<file path="src/rtl/burst2_sram_pkg.sv">
package burst2_sram_pkg;

  // Strobes from control to datapath, valid for the coming beat edge.
  typedef struct packed {
    logic cmdEdge;   // this edge opens a command cycle
    logic wrCapture; // hold dataIn as word 0 of a write
    logic wrCommit;  // store held word 0 and dataIn as word 1
    logic rdLoad;    // load a read word onto the output bus
  } dpStrobe_t;

endpackage

</file>
<file path="src/rtl/burst2_sram_ctrl.sv">
module burst2_sram_ctrl
  import burst2_sram_pkg::*;
#(
  parameter int AW = 4
) (
  input  logic          clk,
  input  logic          rst_n,
  input  logic          ldN,
  input  logic          rdWr,
  input  logic [AW-1:0] addr,
  output dpStrobe_t     strobe,
  output logic [AW-1:0] rdPair,
  output logic          rdBeat,
  output logic [AW-1:0] wrPair,
  output logic          echoClk
);

  logic          phaseQ;
  logic          rdPendQ;
  logic          rdOutQ;
  logic          wrPendQ;
  logic [AW-1:0] rdAddrQ;
  logic [AW-1:0] outAddrQ;
  logic [AW-1:0] wrAddrQ;

  logic cmdEdge;
  logic isRead;
  logic isWrite;

  assign cmdEdge = ~phaseQ;
  assign isRead  = ~ldN & rdWr;
  assign isWrite = ~ldN & ~rdWr;

  always_ff @(posedge clk) begin
    if (!rst_n) begin
      phaseQ   <= 1'b0;
      rdPendQ  <= 1'b0;
      rdOutQ   <= 1'b0;
      wrPendQ  <= 1'b0;
      rdAddrQ  <= '0;
      outAddrQ <= '0;
      wrAddrQ  <= '0;
    end else begin
      phaseQ <= ~phaseQ;
      if (cmdEdge) begin
        rdOutQ   <= rdPendQ;
        outAddrQ <= rdAddrQ;
        rdPendQ  <= isRead;
        wrPendQ  <= isWrite;
        if (isRead)  rdAddrQ <= addr;
        if (isWrite) wrAddrQ <= addr;
      end
    end
  end

  always_comb begin
    strobe.cmdEdge   = cmdEdge;
    strobe.wrCapture = cmdEdge & isWrite;
    strobe.wrCommit  = phaseQ & wrPendQ;
    strobe.rdLoad    = cmdEdge ? rdPendQ : rdOutQ;
  end

  assign rdPair  = cmdEdge ? rdAddrQ : outAddrQ;
  assign rdBeat  = phaseQ;
  assign wrPair  = wrAddrQ;
  assign echoClk = phaseQ;

endmodule

</file>
<file path="src/rtl/burst2_sram_dp.sv">
module burst2_sram_dp
  import burst2_sram_pkg::*;
#(
  parameter int AW = 4,
  parameter int DW = 16
) (
  input  logic          clk,
  input  logic          rst_n,
  input  dpStrobe_t     strobe,
  input  logic [AW-1:0] rdPair,
  input  logic          rdBeat,
  input  logic [AW-1:0] wrPair,
  input  logic [DW-1:0] dataIn,
  output logic [DW-1:0] dataOut,
  output logic          dataOe
);

  localparam int PAIRS = 1 << AW;

  logic [DW-1:0] word0Q [PAIRS];
  logic [DW-1:0] word1Q [PAIRS];
  logic [DW-1:0] d0HoldQ;
  logic [DW-1:0] rdWord;
  logic [DW-1:0] outQ;
  logic          oeQ;

  for (genvar p = 0; p < PAIRS; p++) begin : g_pair
    always_ff @(posedge clk) begin
      if (!rst_n) begin
        word0Q[p] <= '0;
        word1Q[p] <= '0;
      end else if (strobe.wrCommit && wrPair == AW'(p)) begin
        word0Q[p] <= d0HoldQ;
        word1Q[p] <= dataIn;
      end
    end
  end

  assign rdWord = rdBeat ? word1Q[rdPair] : word0Q[rdPair];

  always_ff @(posedge clk) begin
    if (!rst_n) begin
      d0HoldQ <= '0;
      outQ    <= '0;
      oeQ     <= 1'b0;
    end else begin
      if (strobe.wrCapture) d0HoldQ <= dataIn;
      if (strobe.cmdEdge) oeQ <= strobe.rdLoad;
      if (strobe.rdLoad) outQ <= rdWord;
      else if (strobe.cmdEdge) outQ <= '0;
    end
  end

  assign dataOut = outQ;
  assign dataOe  = oeQ;

endmodule

</file>
<file path="src/rtl/burst2_sram.sv">
module burst2_sram
  import burst2_sram_pkg::*;
#(
  parameter int AW = 4,
  parameter int DW = 16
) (
  input  logic          clk,
  input  logic          rst_n,
  input  logic          ldN,
  input  logic          rdWr,
  input  logic [AW-1:0] addr,
  input  logic [DW-1:0] dataIn,
  output logic [DW-1:0] dataOut,
  output logic          dataOe,
  output logic          echoClk
);

  dpStrobe_t     strobe;
  logic [AW-1:0] rdPair;
  logic [AW-1:0] wrPair;
  logic          rdBeat;

  burst2_sram_ctrl #(.AW(AW)) u_ctrl (
    .clk     (clk),
    .rst_n   (rst_n),
    .ldN     (ldN),
    .rdWr    (rdWr),
    .addr    (addr),
    .strobe  (strobe),
    .rdPair  (rdPair),
    .rdBeat  (rdBeat),
    .wrPair  (wrPair),
    .echoClk (echoClk)
  );

  burst2_sram_dp #(.AW(AW), .DW(DW)) u_dp (
    .clk     (clk),
    .rst_n   (rst_n),
    .strobe  (strobe),
    .rdPair  (rdPair),
    .rdBeat  (rdBeat),
    .wrPair  (wrPair),
    .dataIn  (dataIn),
    .dataOut (dataOut),
    .dataOe  (dataOe)
  );

endmodule

</file>
<file path="config.mk">
export PLATFORM = sky130hd
export DESIGN_NAME = burst2_sram
export DESIGN_NICKNAME = d
export VERILOG_FILES = /design/src/rtl/burst2_sram_pkg.sv /design/src/rtl/burst2_sram_ctrl.sv /design/src/rtl/burst2_sram_dp.sv /design/src/rtl/burst2_sram.sv
export SDC_FILE = /design/constraint.sdc
export NUM_CORES = 1
export LEC_CHECK = 0
export ABC_AREA = 1
export ABC_CLOCK_PERIOD_IN_PS = 4000
export BUFFER_PORTS_ARGS = -buffer_cell sky130_fd_sc_hd__buf_2
export CORE_ASPECT_RATIO = 1.4
export CORE_UTILIZATION = 58
export DETAILED_ROUTE_END_ITERATION = 8
export GPL_TIMING_DRIVEN = 1
export PLACE_DENSITY = 0.74
export SLEW_MARGIN = 20
export SYNTH_ARGS = -nofsm -noshare
export SYNTH_HDL_FRONTEND = slang
export SYNTH_SLANG_ARGS = --single-unit
</file>
<file path="constraint.sdc">
create_clock -name clk -period 4 [get_ports clk]
set_clock_uncertainty 0.15 [all_clocks]
set_input_delay 0.4 -clock clk [delete_from_list [all_inputs] [get_ports clk]]
set_output_delay 0.4 -clock clk [all_outputs]
set_load 0.005 [all_outputs]
</file>
==> results.json <==
{
  "wirelength_mm": 74.3,
  "yosys_warnings": 0,
  "dp_slack_ns": 0.874,
  "slowest_delay_ns": 0.99,
  "path_cells": "nand2_2, nor3_4, nand3_2, nor2_1",
  "timing.reg2reg.worst_path_depth": 4,
  "grt_pass1_vias": 18800,
  "grt_max_degree": 130,
  "whs_path_depth": 3,
  "finalPower_uw": 12600,
  "dr_wl_met3_mm": 9.29,
  "route.detailed.drc": 0,
  "startpoint": "u_ctrl.echoClk$_SDFF_PN0_",
  "fmax_ghz": 0.310,
  "area_growth_pct": 9.06,
  "wire_per_inst_um": 24.3,
  "cts_tree": "yes",
  "layout_worst_path_cycle_share_pct": 80.7,
  "ys_seq_elements": 561,
  "grt_overflow": 0,
  "design_area_mm2": 0.0271,
  "seq_area_frac_synth_pct": 65.9,
  "io_buffers": 41,
  "path_class": "register to register",
  "clock_path_buffers": 3,
  "wl_met2_mm": 35.6,
  "final_common_cell": "nand3_1",
  "ir_drop_v": 0.000391,
  "final_cell_mix": "598 x nand3_1, 529 x nor2_1, 512 x edfxtp_1, 466 x nand2_1, 53 x clkbuf_16",
  "status": "completed",
  "r2r_end": "u_dp.word1Q[9][6]$_SDFFCE_PN0P_",
  "synth_nets": 2551,
  "drv_slew": 0,
  "num_antenna_cells": 0,
  "worstPathArrival_ns": 3.47,
  "min_to": "u_dp.d0HoldQ[11]$_SDFFE_PN0P_",
  "clk_pin_slew_ns": 0.06,
  "finalWeightedCongestion": 0.910,
  "layout_min_cycle_time_ns": 3.23,
  "hold_class": "primary input to register",
  "power_density_mw_per_mm2": 465,
  "synthCells": 2527,
  "place_area_mm2": 0.0254,
  "fp.dieH_um": 247,
  "cp-start-kind": "register",
  "synth_cell_types": 24,
  "grt.total_usage_pct": 34.5,
  "crit_fanout": 32,
  "cts_buffers": 51,
  "cts_setup_buffers": 0,
  "worstPathRequired_ns": 4.24,
  "grt_setup_unrepaired": "no",
  "viasPerCell": 6.31,
  "dieArea_mm2": 0.0436,
  "r2r_setup_slack_ns": 0.77,
  "die_w_um": 177,
  "worst_slack_ns": 0.773,
  "endpoint_kind": "register",
  "coreArea_mm2": 0.0422,
  "cap_violations": 0,
  "rows": 89,
  "top_layer": "met5",
  "grt_pass1_wl_mm": 111,
  "cts_max_level": 2,
  "num_vias": 19300,
  "final_antenna_net_count": 0,
  "worstMarginPinSlew_ns": 1.23,
  "syn_avg_cell_area_um2": 9.82,
  "drive_gt1_share_pct": 8.19,
  "synth_area_mm2": 0.0248,
  "fin_tns_setup_ns": 0,
  "finalSetupViolCount": 0,
  "clk_latency_ns": 0.59,
  "cp_slowest_cell": "dfxtp_1",
  "root_buffer": "clkbuf_16",
  "clock_sinks": 561,
  "p_leak_uw": 0.0101,
  "detailed_place_hpwl_mm": 41.2,
  "min_from": "dataIn[11]",
  "regToRegStartpoint": "u_ctrl.echoClk$_SDFF_PN0_",
  "drt_iter0_drc": 2533,
  "start_util_pct": 58.8,
  "wl_met1_mm": 25.4,
  "nNetsFinal": 2500,
  "relSlewSlack_pct": 17.9,
  "antenna_found_initial": 1,
  "hold_viol": 0,
  "ios": 42,
  "firstDrtPassIters": 9
}
## registers in the layout (all words and copies together), names as in the netlist
register / count
u_dp.word1Q: 256
u_ctrl.rdOutQ: 1
u_dp.word0Q: 256
u_dp.d0HoldQ: 16
u_ctrl.wrPendQ: 1
u_dp.dataOe: 1
u_ctrl.rdAddrQ: 4
u_ctrl.echoClk: 1
u_ctrl.outAddrQ: 4
u_ctrl.wrPair: 4
u_ctrl.rdPendQ: 1
u_dp.dataOut: 16
## worst max-delay path, delay by kind of cell, from the launching register on
kind	cells	cell delay, ns
flip-flops	1	0.99
AND/OR/NAND/NOR	4	1.90
## power by group
part	total, uW	internal [uW]	switching, uW	leakage (uW)
Sequential	6670	6590	82.9	0.00568
Clock	4740	2650	2090	0.000779
Combinational	1190	284	905	0.00368
## logic make-up (layout without fill, tap and decap cells)
family | Yosys count | in the layout | synth area share, %
simple gates | 1637 | 1637 | 28.1
compound gates | 54 | 54 | 1.12
flops | 561 | 561 | 65.9
buf+inv | 275 | 262 | 4.91
## per-layer routing
metal / vias up / GRT usage, %
met1: 9230 / 43.5
met3: 267 / 7.00
li1: 8475 / -
met2: 1344 / 55.7
met4: 2 / 19.0
met5: - / 0
## how the worst max path moves through the flow
stage | end | slack [ns] | cells past startpoint
finish | u_dp.word1Q[9][6]$_SDFFCE_PN0P_ | 0.77 | 4
global placement | u_dp.word0Q[9][8]$_SDFFCE_PN0P_ | 1.02 | 4
CTS | u_dp.word1Q[9][6]$_SDFFCE_PN0P_ | 0.85 | 4
detailed placement | u_dp.word1Q[8][5]$_SDFFCE_PN0P_ | 0.87 | 4
floorplan | u_dp.word0Q[5][0]$_SDFFCE_PN0P_ | 1.58 | 4
global route | u_dp.word1Q[9][6]$_SDFFCE_PN0P_ | 0.58 | 4
## per-stage QoR
step / util [%] / hold slack [ns] / instances
floorplan: - / 0.294 / 2527
global placement: 60.1 / 0.318 / 2958
detailed placement: 60.1 / 0.326 / 2958
CTS: 64.2 / 0.000766 / 3060
global route: 64.2 / 0.0338 / 3060
finish: 64.2 / 0.00695 / 3060
## synthesized netlist by cell type, drive strengths merged
master	n	area, um2
clkbuf	104	390
nor2	531	2000
clkinv	16	60.1
a21oi	26	130
nand2	489	1860
nand4	6	37.5
o21ai	28	148
nor3	2	32.5
inv	50	190
edfxtp	512	15400
nand3	608	3040
or2	1	6.26
buf	105	579
dfxtp	49	981
## timing repair
item,CTS,global route
gates resized for setup,0,0
hold endpoints to repair,14,0
hold buffers,11,0
## layout make-up
class                           count  area, um2
Sequential cell                   561      16400
Timing Repair Buffer              105        788
Inverter                           66        250
Clock inverter                     14       83.8
Tap cell                          546        683
Fill cell                        3303      15100
Multi-Input combinational cell   1691       7410
Clock buffer                       77       1510
Note: power is estimated with default switching activity, not from simulation.
